`config.mk`:
```
export PLATFORM = sky130hd
export DESIGN_NAME = fes_sequencer
export DESIGN_NICKNAME = d
export VERILOG_FILES = /design/src/rtl/fes_pkg.sv /design/src/rtl/fes_word_capture.sv /design/src/rtl/fes_ibuf.sv /design/src/rtl/fes_sequencer.sv
export SDC_FILE = /design/constraint.sdc
export NUM_CORES = 1
export LEC_CHECK = 0
export ABC_AREA = 1
export BUFFER_PORTS_ARGS = -buffer_cell sky130_fd_sc_hd__clkbuf_2
export CORE_AREA = 2 2 110 112
export CTS_CLUSTER_DIAMETER = 80
export DETAILED_ROUTE_END_ITERATION = 8
export DIE_AREA = 0 0 112 114
export HOLD_SLACK_MARGIN = 0.08
export PLACE_DENSITY_LB_ADDON = 0.1
export SLEW_MARGIN = 15
export SYNTH_ARGS = -nofsm -noshare
export SYNTH_HDL_FRONTEND = slang
export SYNTH_SLANG_ARGS = --single-unit
```
`constraint.sdc`:
```
create_clock -name clk -period 2.9 [get_ports clk]
set_input_delay 0.58 -clock clk [delete_from_list [all_inputs] [get_ports clk]]
set_output_delay 0.58 -clock clk [all_outputs]
set_load 0.01 [all_outputs]
```
`src/rtl/fes_pkg.sv`:
```
package fes_pkg;
  typedef enum logic [3:0] {
    ST_IDLE, ST_RPC_H, ST_RPC_L, ST_FETCH, ST_WPC_H, ST_WPC_L,
    ST_SRC_H, ST_SRC_L, ST_SRC_E, ST_EXEC, ST_WR_H, ST_WR_L,
    ST_HALT, ST_FIRE
  } fes_state_e;

  localparam logic [7:0] OPC_HALT    = 8'hF0;
  localparam logic [7:0] OPC_FIRE    = 8'hF1;
  localparam logic [7:0] OPC_ALU_MAX = 8'h0C;
endpackage

```
`src/rtl/fes_word_capture.sv`:
```
module fes_word_capture #(
  parameter int BW = 8
) (
  input  logic          clk,
  input  logic          rst_n,
  input  logic          load_hi,
  input  logic          load_lo,
  input  logic          load_sx,
  input  logic [BW-1:0] din,
  output logic [2*BW-1:0] word
);
  always_ff @(posedge clk) begin
    if (!rst_n) begin
      word <= '0;
    end else if (load_sx) begin
      word <= {{BW{din[BW-1]}}, din};
    end else begin
      if (load_hi) word[2*BW-1:BW] <= din;
      if (load_lo) word[BW-1:0]    <= din;
    end
  end
endmodule

```
`src/rtl/fes_ibuf.sv`:
```
module fes_ibuf #(
  parameter int BW    = 8,
  parameter int NBYTE = 4
) (
  input  logic                     clk,
  input  logic                     rst_n,
  input  logic                     wr_en,
  input  logic [$clog2(NBYTE)-1:0] wr_idx,
  input  logic [BW-1:0]            din,
  output logic [NBYTE-1:0][BW-1:0] bytes
);
  for (genvar g = 0; g < NBYTE; g++) begin : g_slot
    always_ff @(posedge clk) begin
      if (!rst_n) bytes[g] <= '0;
      else if (wr_en && wr_idx == g) bytes[g] <= din;
    end
  end
endmodule

```
`src/rtl/fes_sequencer.sv`:
```
module fes_sequencer #(
  parameter int AW = 16,
  parameter logic [AW-1:0] PC_LOC = 16'h0016
) (
  input  logic          clk,
  input  logic          rst_n,
  input  logic          start,
  output logic          busy,
  output logic          halted,
  output logic          fire,
  output logic          mem_req,
  output logic          mem_we,
  output logic [AW-1:0] mem_addr,
  output logic [7:0]    mem_wdata,
  input  logic [7:0]    mem_rdata,
  output logic [7:0]    dec_operand,
  input  logic [AW-1:0] dec_addr,
  input  logic          dec_byte,
  output logic [3:0]    alu_op,
  output logic [15:0]   alu_a,
  output logic [15:0]   alu_b,
  input  logic [15:0]   alu_y
);
  import fes_pkg::*;

  localparam int BW     = 8;
  localparam int WW     = 2 * BW;
  localparam int NBYTE  = 4;
  localparam int IW     = $clog2(NBYTE);
  localparam int NSRC   = 2;

  fes_state_e state, state_n;
  logic [IW-1:0] cnt;
  logic          sel;
  logic          src_is_byte;
  logic [BW-1:0] pc_hi;
  logic [AW-1:0] pc;
  logic [WW-1:0] res;
  logic [AW-1:0] npc;
  logic [AW-1:0] fetch_addr;
  logic [NBYTE-1:0][BW-1:0] ib;
  logic [NSRC-1:0][WW-1:0]  src;
  logic ib_wr;
  logic [IW-1:0] ib_idx;

  assign npc = pc + AW'(NBYTE);
  assign fetch_addr = (cnt == '0) ? AW'({pc_hi, mem_rdata}) : pc + AW'(cnt);

  // instruction byte capture: byte k arrives one cycle after its request
  assign ib_wr  = (state == ST_FETCH && cnt != '0) || state == ST_WPC_H;
  assign ib_idx = (state == ST_WPC_H) ? IW'(NBYTE - 1) : IW'(cnt - 1'b1);

  fes_ibuf #(.BW(BW), .NBYTE(NBYTE)) u_ibuf (
    .clk(clk), .rst_n(rst_n), .wr_en(ib_wr), .wr_idx(ib_idx),
    .din(mem_rdata), .bytes(ib)
  );

  for (genvar g = 0; g < NSRC; g++) begin : g_src
    fes_word_capture #(.BW(BW)) u_cap (
      .clk(clk), .rst_n(rst_n),
      .load_hi(state == ST_SRC_L && sel == g),
      .load_lo(state == ST_SRC_E && sel == g && !src_is_byte),
      .load_sx(state == ST_SRC_E && sel == g && src_is_byte),
      .din(mem_rdata), .word(src[g])
    );
  end

  assign alu_op = ib[0][3:0];
  assign alu_a  = src[0];
  assign alu_b  = src[1];

  always_comb begin
    dec_operand = ib[1];
    if (state == ST_SRC_H || state == ST_SRC_L || state == ST_SRC_E)
      dec_operand = sel ? ib[3] : ib[2];
  end

  // memory request generation
  always_comb begin
    mem_req   = 1'b0;
    mem_we    = 1'b0;
    mem_addr  = '0;
    mem_wdata = '0;
    unique case (state)
      ST_RPC_H: begin mem_req = 1'b1; mem_addr = PC_LOC; end
      ST_RPC_L: begin mem_req = 1'b1; mem_addr = PC_LOC + 1'b1; end
      ST_FETCH: begin mem_req = 1'b1; mem_addr = fetch_addr; end
      ST_WPC_H: begin
        mem_req = 1'b1; mem_we = 1'b1; mem_addr = PC_LOC; mem_wdata = npc[AW-1:AW-BW];
      end
      ST_WPC_L: begin
        mem_req = 1'b1; mem_we = 1'b1; mem_addr = PC_LOC + 1'b1; mem_wdata = npc[BW-1:0];
      end
      ST_SRC_H: begin mem_req = 1'b1; mem_addr = dec_addr; end
      ST_SRC_L: begin mem_req = 1'b1; mem_addr = dec_addr + 1'b1; end
      ST_WR_H: begin
        mem_req = 1'b1; mem_we = 1'b1; mem_addr = dec_addr;
        mem_wdata = dec_byte ? res[BW-1:0] : res[WW-1:BW];
      end
      ST_WR_L: begin
        mem_req = 1'b1; mem_we = 1'b1; mem_addr = dec_addr + 1'b1; mem_wdata = res[BW-1:0];
      end
      default: ;
    endcase
  end

  // next state
  always_comb begin
    state_n = state;
    unique case (state)
      ST_IDLE, ST_HALT, ST_FIRE: if (start) state_n = ST_RPC_H;
      ST_RPC_H: state_n = ST_RPC_L;
      ST_RPC_L: state_n = ST_FETCH;
      ST_FETCH: if (cnt == IW'(NBYTE - 1)) state_n = ST_WPC_H;
      ST_WPC_H: state_n = ST_WPC_L;
      ST_WPC_L: begin
        if (ib[0] == OPC_HALT)          state_n = ST_HALT;
        else if (ib[0] == OPC_FIRE)     state_n = ST_FIRE;
        else if (ib[0] <= OPC_ALU_MAX)  state_n = ST_SRC_H;
        else                            state_n = ST_RPC_H;
      end
      ST_SRC_H: state_n = dec_byte ? ST_SRC_E : ST_SRC_L;
      ST_SRC_L: state_n = ST_SRC_E;
      ST_SRC_E: state_n = sel ? ST_EXEC : ST_SRC_H;
      ST_EXEC:  state_n = ST_WR_H;
      ST_WR_H:  state_n = dec_byte ? ST_RPC_H : ST_WR_L;
      ST_WR_L:  state_n = ST_RPC_H;
      default:  state_n = ST_IDLE;
    endcase
  end

  always_ff @(posedge clk) begin
    if (!rst_n) begin
      state       <= ST_IDLE;
      cnt         <= '0;
      sel         <= 1'b0;
      src_is_byte <= 1'b0;
      pc_hi       <= '0;
      pc          <= '0;
      res         <= '0;
    end else begin
      state <= state_n;
      if (state == ST_RPC_L) pc_hi <= mem_rdata;
      if (state == ST_FETCH) begin
        cnt <= cnt + 1'b1;
        if (cnt == '0) pc <= fetch_addr;
      end else begin
        cnt <= '0;
      end
      if (state == ST_WPC_L) sel <= 1'b0;
      if (state == ST_SRC_E) sel <= 1'b1;
      if (state == ST_SRC_H) src_is_byte <= dec_byte;
      if (state == ST_EXEC)  res <= alu_y;
    end
  end

  assign busy   = !(state == ST_IDLE || state == ST_HALT || state == ST_FIRE);
  assign halted = (state == ST_HALT);
  assign fire   = (state == ST_FIRE);
endmodule

```
==> impl_metrics.toml, run 1 <==
[clock_tree]
h-tree-depth = 3
cts_tree = "done"
cts.sink_count = 112
clk_pin_slew_worst_paths_ps = 80
numCtsBuffers = 9
cts_root_buffer = "clkbuf_16"
clk_latency_ps = 360
cts.path.max_buffers = 2
holdBufCountCts = 0

[worst_setup_path]
path_common_cell = "nand2_1"
cp-end-kind = "output pin"
rrSetupSlack_ps = 740
cp.arrival_ps = 2190
reg2regPathDepth = 7
crit_fanout = 6
max_stage_delay_ps = 400
crit_required_ps = 2320
crit_type = "reg2out"
reg2reg_to = "res[2]"
cpMaxStageDelayCell = "fa_2"
cp_cell_sequence = "ha_1 > fa_2 > nand2_1 > inv_1 > nand3_1 > xor2_1 > nand2_1 > nand2_1 > nand3_1 > clkbuf_2"
start_kind = "register"
r2r_start = "state[2]"

[placement]
routabilityCongestion = 0.971
dp_hpwl_um = 13300
dp_slack_ps = 391
portBuffers = 116

[synthesis]
synthAdderAreaFrac = 0.0155
syn_area_mm2 = 0.00612
ys_seq_area_frac = 0.366
synthDistinctLibCells = 43
synth_compound_area_frac = 0.224
yosys_warnings = 0
avgSynthCellArea_um2 = 6.63
yosys_register_bits = 112
yosys.area_share.simple = 0.295
synth_edf_count = 0
synth_top_family_by_area = "simple AND/OR/NAND/NOR gates"
syn_inst = 923
synth_mux_area_frac = 0
syn_nets = 974
synthXorXnorAreaFrac = 0.00429
ys.flop_type = "dfxtp_1"
synthArstFlopShare = 0

[min_path]
hold_depth = 3
hp-class = "in2reg"
worstHoldStart = "alu_y[12]"
min_to = "res[12]"

[routing]
via_per_inst = 5.42
antenna_left = 0
met3WireLength_um = 966
wl_met2_um = 8400
routed_wl_um = 17900
wl_per_cell_um = 15.2
drc = 0
top_layer_used = "met4"
drt_iter0_markers = 608
wl_met1_um = 8180
num_vias = 6384
drt-pass1-iter-count = 4

[layout]
syn2layout_area_growth_pct = 16.2
diodes = 0
fill_cells = 1202
final_cell_mix = "nand2_1, o21ai_0, clkbuf_2"
layout-drive-gt1-share = 0.188
layout_commonest_cell = "nand2_1"
utilization = 0.607
final_nets = 1078

[global_routing]
antenna_found_initial = 0
grt_max_degree = 35
grt_pass1_wl_um = 28600
grt_pass1_vias = 5698
gr-total-overflow = 0
grt_use_total = 0.278

[power]
swShare = 0.348
pwr-share-comb = 0.245
peakVddDrop_mv = 0.383
power_frac_seq = 0.449
p_leak_nw = 3.28
pwr-share-clk = 0.306
p_int_mw = 2.61
power_density_mw_per_mm2 = 563
switchingPower_mw = 1.39

[sta]
rsz0062_at_grt = "no"
setup_viol = 0
relSlewSlack = 0.466
period_share = 0.957
drv_slew = 0
min_period_ps = 2770
finalSetupTns_ps = 0
tightestPinTransition_ps = 800
setup_ws_ps = 125
max_freq_mhz = 360
finClkSkew_ps = 8.92
hold_viol_final = 0

[die]
initial_core_util = 0.523
die_area_mm2 = 0.0128
pin_count = 117
fp-row-count = 40
die_h_um = 114
die_width_um = 112
coreArea_mm2 = 0.0117

[job]
drv_cap = 0

[status]
status = "finished clean"
-- power groups by stage --
stage	Combinational (mW)	Clock [mW]	Sequential, mW
2_1_floorplan	0.674	0	1.75
3_3_place_gp	0.965	0	1.82
3_5_place_dp	0.962	0	1.82
4_1_cts	0.968	1.25	1.78
5_1_grt	1.09	1.30	1.81
6_report	0.982	1.23	1.80
-- critical path: cells and delay by family (launching register included) --
kind	cells	cell delay (ps)
adders and majority gates	2	650
and+or+nand+nor	5	440
DFF	1	360
buffers and inverters	2	220
xor gates and xnor gates	1	160
-- cells in the mapped netlist, types with 2 or more instances --
| cell type | count | area share |
|---|---|---|
| o21ai_1 | 6 | 0.0049 |
| dfxtp_1 | 112 | 0.37 |
| xor2_1 | 3 | 0.0043 |
| nor2_4 | 8 | 0.015 |
| a31oi_1 | 9 | 0.0092 |
| nand2_2 | 6 | 0.0061 |
| o21ai_2 | 3 | 0.0043 |
| buf_2 | 7 | 0.0057 |
| inv_1 | 85 | 0.052 |
| clkinv_1 | 4 | 0.0025 |
| nand2_1 | 192 | 0.12 |
| nor2_2 | 2 | 0.0020 |
| or2_2 | 2 | 0.0020 |
| nand2_4 | 2 | 0.0037 |
| nor2_1 | 114 | 0.070 |
| inv_2 | 9 | 0.0055 |
| nand3b_1 | 3 | 0.0037 |
| nor3_1 | 8 | 0.0065 |
| nand3_1 | 52 | 0.043 |
| buf_4 | 10 | 0.012 |
| buf_1 | 2 | 0.0012 |
| a21oi_2 | 2 | 0.0029 |
| a21oi_1 | 91 | 0.074 |
| ha_1 | 6 | 0.012 |
| o21ai_0 | 117 | 0.096 |
| o2111ai_1 | 3 | 0.0043 |
| clkbuf_1 | 20 | 0.012 |
| nand3_2 | 2 | 0.0033 |
| o211ai_1 | 9 | 0.011 |
| a221oi_1 | 7 | 0.010 |
| nand4_1 | 15 | 0.015 |
-- sequential cells by signal (all words and copies together), names as in the netlist --
name	cells
g_src.u_cap.word	32
u_ibuf.bytes	32
pc	16
res	16
pc_hi	8
state	4
cnt	2
sel	1
src_is_byte	1
-- what timing repair did --
item / CTS / global route
endpoints found under the setup margin: 0 / 15
gates resized for setup: 0 / 6
hold endpoints to repair: 0 / 0
buffers inserted: 0 / 1
-- final cells by class --
cell class	instances	area, µm²	area share
Clock inverter	5	50.0	0.00704
Clock buffer	10	239	0.0336
Sequential cell	112	2250	0.316
Tap cell	147	184	0.0259
Multi-Input combinational cell	672	3310	0.465
Inverter	99	378	0.0531
Timing Repair Buffer	133	708	0.0996
-- logic make-up (layout without fill, tap and decap cells) --
group	Yosys count	count (layout)
AOI/OAI and AO/OA	253	253
xor gates and xnor gates	3	3
adders and majority gates	7	7
buffers and inverters	139	247
DFF	112	112
and+or+nand+nor	409	409
-- per-stage QoR --
| stage | total power [mW] | instances | hold WS, ps | area [µm²] |
|---|---|---|---|---|
| finish | 4.00 | 1178 | 442 | 7110 |
| global route | 4.21 | 1178 | 461 | 7110 |
| CTS | 4.00 | 1177 | 440 | 7090 |
| detailed placement | 2.78 | 1162 | 463 | 6800 |
| global placement | 2.78 | 1162 | 457 | 6800 |
| floorplan | 2.43 | 923 | 439 | 6120 |
-- worst max-delay path by stage --
stage                     slack (ps)  startpoint  cells after the start      endpoint
after floorplan                  690      cnt[0]                      9  mem_addr[12]
after global placement           480      cnt[0]                     10  mem_addr[14]
after detailed placement         390      cnt[0]                      8   mem_addr[5]
after CTS                          2      cnt[0]                      8   mem_addr[5]
after global routing               4      cnt[0]                     10  mem_addr[12]
final                            130      cnt[0]                     10  mem_addr[12]
-- per-layer routing --
metal / GRT usage / up-vias
li1: - / 3277
met5: 0 / -
met2: 0.458 / 177
met3: 0.0542 / 22
met1: 0.374 / 2908
met4: 0.0813 / 0
No activity file was read; power rests on OpenSTA's default activity.
==> run 2: changes to the inputs <==
SKIP_LAST_GASP = 1   (was not set)
clock period = 2.66 ns   (was 2.9 ns; I/O delays follow)
==> run 2 against run 1 <==
Against the previous run: clock skew about the same; die area unchanged; hold slack got worse by 51 ps; global-route usage increased by 0.21 points; cell area increased by 2.6%; highest routed layer unchanged.
==> impl_metrics.toml, run 2 (synthesis gave the netlist of run 1 again) <==
[global_routing]
grt_use_total = 0.280
grt_pass1_vias = 5754
grt_pass1_wl_um = 28700
gr-total-overflow = 0
grt_max_degree = 52
antenna_found_initial = 0

[worst_setup_path]
cp-end-kind = "output pin"
crit_fanout = 5
reg2reg_to = "state[3]"
r2r_start = "state[2]"
rrSetupSlack_ps = 430
crit_type = "reg2out"
crit_required_ps = 2130
reg2regPathDepth = 7
cp.arrival_ps = 2050
start_kind = "register"

[power]
peakVddDrop_mv = 0.429
finalPower_mw = 4.39
p_leak_nw = 3.39
power_density_mw_per_mm2 = 602

[min_path]
worstHoldStart = "alu_y[1]"
hold_depth = 3
min_to = "res[1]"
hp-class = "in2reg"

[clock_tree]
clk_latency_ps = 370
numCtsBuffers = 9
cts.sink_count = 112
cts_tree = "done"
h-tree-depth = 3
cts.path.max_buffers = 2
cts_root_buffer = "clkbuf_16"
clk_pin_slew_worst_paths_ps = 70

[layout]
layout_commonest_cell = "nand2_1"
syn2layout_area_growth_pct = 19.2
final_cells = 1191
final_cell_mix = "nand2_1, o21ai_0, clkbuf_2"
postLayoutCellArea_mm2 = 0.00730
final_nets = 1090
layout-drive-gt1-share = 0.209
largest_registers = "g_src.u_cap.word (32), u_ibuf.bytes (32)"
fill_cells = 1152
diodes = 0

[placement]
portBuffers = 116
dp_hpwl_um = 13300
place_inst = 1165
placed_area_mm2 = 0.00682
routabilityCongestion = 0.917

[sta]
hold_ws_ps = 391
finClkSkew_ps = 8.83
min_period_ps = 2580
tightestPinTransition_ps = 793
setup_viol = 0
finalSetupTns_ps = 0
relSlewSlack = 0.471
period_share = 0.970
drv_slew = 0
max_freq_mhz = 388
hold_viol_final = 0
rsz0062_at_grt = "yes"

[die]
initial_core_util = 0.523
die_width_um = 112
fp-row-count = 40
coreArea_mm2 = 0.0117
die_h_um = 114
pin_count = 117
die_area_mm2 = 0.0128

[routing]
routed_wl_um = 18100
drt_iter0_markers = 484
antenna_left = 0
drt-pass1-iter-count = 5
num_vias = 6511
wl_per_cell_um = 15.2
via_per_inst = 5.47
drc = 0

[job]
drv_cap = 0

[status]
status = "finished clean"
## run 2: cell count changes in the layout (fill, tap and decap cells not counted), sizes merged
cell | before | now
buf | 17 | 31
clkinvlp | 2 | 0
clkbuf | 126 | 125
clkinv | 5 | 6
inv | 97 | 98
## run 2: worst max-delay path: stages (launching register included)
cell and delay (ps):
dfxtp_4 370, ha_4 170, fa_2 400, nand2_4 100, nor2_2 40, nand3_1 90, xor2_1 160, nand2_1 70
nand2_1 80, nand3_1 60, buf_2 140
## run 2: layout make-up
class,count,area [µm²],share of cell area
inverter,99,374,0.0513
timing repair buffer,145,811,0.111
sequential,112,2250,0.309
clock buffer,11,243,0.0333
clock inverter,5,46.3,0.00635
tap,147,184,0.0252
multi-input combinational,672,3390,0.464
## run 2: per-stage QoR
step	setup slack [ps]	utilization
after CTS	7.31	0.609
after global placement	272	0.583
final	80.1	0.623
after detailed placement	228	0.583
after floorplan	494	-
after global routing	-43.9	0.623
## run 2: metal layers
layer	GRT usage	part of all wire	up-vias
met5	0	0	-
met4	0.108	0.024	0
met3	0.0510	0.064	29
met2	0.461	0.47	205
met1	0.369	0.44	2977
li1	-	-	3300
## run 2: worst max-delay path by stage
stage          cells after the start  slack (ps)     start            to
3_3_place_gp                      10         270    cnt[0]  mem_addr[12]
6_report                          10          80    cnt[0]  mem_addr[14]
5_1_grt                            9         -40     pc[7]  mem_addr[15]
4_1_cts                            9           7  state[1]  mem_addr[10]
3_5_place_dp                      10         230    cnt[0]  mem_addr[12]
2_1_floorplan                      9         490    cnt[0]  mem_addr[12]
## run 2: what timing repair did
item	4_1_cts	5_1_grt
hold buffers	0	0
setup buffers	1	9
resized for setup	6	21
endpoints found under the setup margin	8	19
pin swaps	1	9
hold endpoints to repair	0	0
## run 2: power by group
group / internal, mW / switching [mW] / total [mW]
sequential: 1.81 / 0.150 / 1.96
clock: 0.679 / 0.663 / 1.34
combinational: 0.381 / 0.711 / 1.09
==> run 3: changes to the inputs <==
ABC_AREA = 0   (was 1)
CORE_AREA = 2 2 109 111   (was 2 2 110 112)
DIE_AREA = 0 0 111 113   (was 0 0 112 114)
MAX_ROUTING_LAYER = met4   (was not set)
clock period = 2.4 ns   (was 2.66 ns; I/O delays follow)
==> run 3 against run 2 <==
Against the previous run: the flow now finishes with violations (negative setup slack); non-clock buffer count increased by 62; via count down 5.3%; first-iteration DRC count is 2.9% higher; setup slack worse by 380 ps; critical path type unchanged; clock-buffer cell count stayed put; hold slack worse by 42 ps; register-to-register slack got worse by 170 ps; critical endpoint is now mem_addr[1].
==> impl_metrics.toml, run 3 <==
[die]
coreArea_mm2 = 0.0113
fp-row-count = 39
pin_count = 117
die_area_mm2 = 0.0125
initial_core_util = 0.530
die_h_um = 113
die_width_um = 111

[sta]
setup_ws_ps = -298
rsz0062_at_grt = "yes"
finalSetupTns_ps = -1980
relSlewSlack = 0.558
finClkSkew_ps = 8.96
hold_viol_final = 0
max_freq_mhz = 371
min_period_ps = 2700
period_share = 1.12
drv_slew = 0
setup_viol = 18
tightestPinTransition_ps = 663

[synthesis]
synth_most_common_cell = "nand2_1"
syn_nets = 814
synthXorXnorAreaFrac = 0.0542
yosys.area_share.simple = 0.242
synth_mux_area_frac = 0.0992
yosys.area.top_type = "dfxtp_1"
synth_top_area_share = 0.375
syn_area_mm2 = 0.00598
yosys_warnings = 0
synth_edf_count = 0
yosys_register_bits = 112
synthDistinctLibCells = 61
synthArstFlopShare = 0
yosys-top-cells-area = "dfxtp_1, nand2_1, mux2i_1"
ys_seq_area_frac = 0.375
synth_compound_area_frac = 0.163
synthAdderAreaFrac = 0.0159
synth_top_family_by_area = "simple AND/OR/NAND/NOR gates"
syn_inst = 763
synth_common_cells = "nand2_1, dfxtp_1, nor2_1, a21oi_1, mux2i_1"
ys.flop_type = "dfxtp_1"
avgSynthCellArea_um2 = 7.84

[global_routing]
grt_max_degree = 62
grt_pass1_wl_um = 30900
gr-total-overflow = 0
grt_pass1_vias = 5828
antenna_found_initial = 0
grt_use_total = 0.319

[clock_tree]
cts_root_buffer = "clkbuf_16"
clk_latency_ps = 350
numCtsBuffers = 9
holdBufCountCts = 0
cts_tree = "done"
cts.sink_count = 112
cts.path.max_buffers = 2
clk_pin_slew_worst_paths_ps = 70
h-tree-depth = 3

[worst_setup_path]
cpMaxStageDelayCell = "fa_2"
reg2regPathDepth = 11
cp_num_buf_inv = 1
crit_required_ps = 1920
cp_cell_sequence = "ha_4 > fa_2 > mux2i_1 > o21ai_1 > a22oi_1 > nor2_1 > a311o_1 > clkbuf_2"
crit_family = "adder cells"
rrSetupSlack_ps = 260
crit_type = "reg2out"
max_stage_delay_ps = 450
cp-end-kind = "output pin"
r2r_start = "cnt[0]"
reg2reg_to = "u_ibuf.bytes[13]"
crit_fanout = 2
start_kind = "register"
cp.arrival_ps = 2220

[layout]
utilization = 0.700
diodes = 0
fill_cells = 936
postLayoutCellArea_mm2 = 0.00790
multi_input_area_mm2 = 0.00373
layout-drive-gt1-share = 0.313
largest_registers = "g_src.u_cap.word (32), u_ibuf.bytes (32)"
ff_latch_area_mm2 = 0.00226
layout_commonest_cell = "nand2_1"
final_cell_mix = "nand2_1, dfxtp_1, clkbuf_2"
syn2layout_area_growth_pct = 32.1
final_nets = 967

[routing]
via_per_inst = 5.80
drt-pass1-iter-count = 5
drt_iter0_markers = 498
num_vias = 6166
wl_per_cell_um = 18.5
antenna_left = 0
routed_wl_um = 19700
drc = 0

[min_path]
hold_depth = 3
min_to = "res[0]"
hp-class = "in2reg"
worstHoldStart = "alu_y[0]"

[placement]
routabilityCongestion = 0.900
dp_hpwl_um = 14200
dp_slack_ps = 11.4
portBuffers = 116
placed_area_mm2 = 0.00707

[status]
status = "complete, but fails checks"
violations = "negative setup slack"

[power]
power_density_mw_per_mm2 = 657
peakVddDrop_mv = 0.637
p_leak_nw = 3.20

[job]
drv_cap = 0
run 3: final cells by class:
type / instances / area share
inverters: 5 / 0.00269
clock buffers: 11 / 0.0307
well taps: 143 / 0.0227
repair buffers: 207 / 0.179
multi-input cells: 581 / 0.472
flip-flops and latches: 112 / 0.287
clock inverters: 5 / 0.00634
run 3: tightest hold or removal path, cell delays in order:
cell      delay (ps)
clkbuf_2          80
nand2_1           50
a21oi_1           50
run 3: kinds of logic (layout without fill, tap and decap cells):
| logic type | Yosys count | after routing |
|---|---|---|
| simple gates | 324 | 324 |
| flops | 112 | 112 |
| buf+inv | 70 | 228 |
| mux | 59 | 59 |
| fa+ha+maj | 7 | 7 |
| xor+xnor | 37 | 37 |
| compound gates | 154 | 154 |
run 3: routing by layer:
layer	part of all wire	routed length (µm)	GRT usage	vias to the layer above
met5	0	0	-	-
met4	0.025	499	0.108	0
met3	0.063	1240	0.0530	35
met2	0.47	9280	0.502	213
met1	0.44	8650	0.422	2969
li1	-	-	-	2949
run 3: power by group:
| group | internal [mW] | switching [mW] |
|---|---|---|
| Sequential | 1.95 | 0.100 |
| Clock | 0.754 | 0.711 |
| Combinational | 0.735 | 0.938 |
run 3: per-stage QoR:
step                      instances  power, mW  hold slack (ps)
final                          1064       5.18              349
after global routing           1064       5.40              351
after CTS                      1057       5.04              341
after detailed placement       1032       3.50              448
after global placement         1032       3.48              441
after floorplan                 763       2.89              433
run 3: repair_timing:
item,CTS,global route
pin swaps,29,25
endpoints found under the setup margin,32,31
setup buffers,8,8
gates resized for setup,51,60
gates cloned,1,0
run 3: how the worst max path moves through the flow:
stage	cells after the start	end	from
2_1_floorplan	8	mem_addr[1]	cnt[0]
3_3_place_gp	8	mem_addr[1]	cnt[0]
3_5_place_dp	9	mem_addr[13]	cnt[1]
4_1_cts	8	mem_addr[1]	pc[0]
5_1_grt	8	mem_addr[1]	cnt[0]
6_report	8	mem_addr[1]	pc[0]
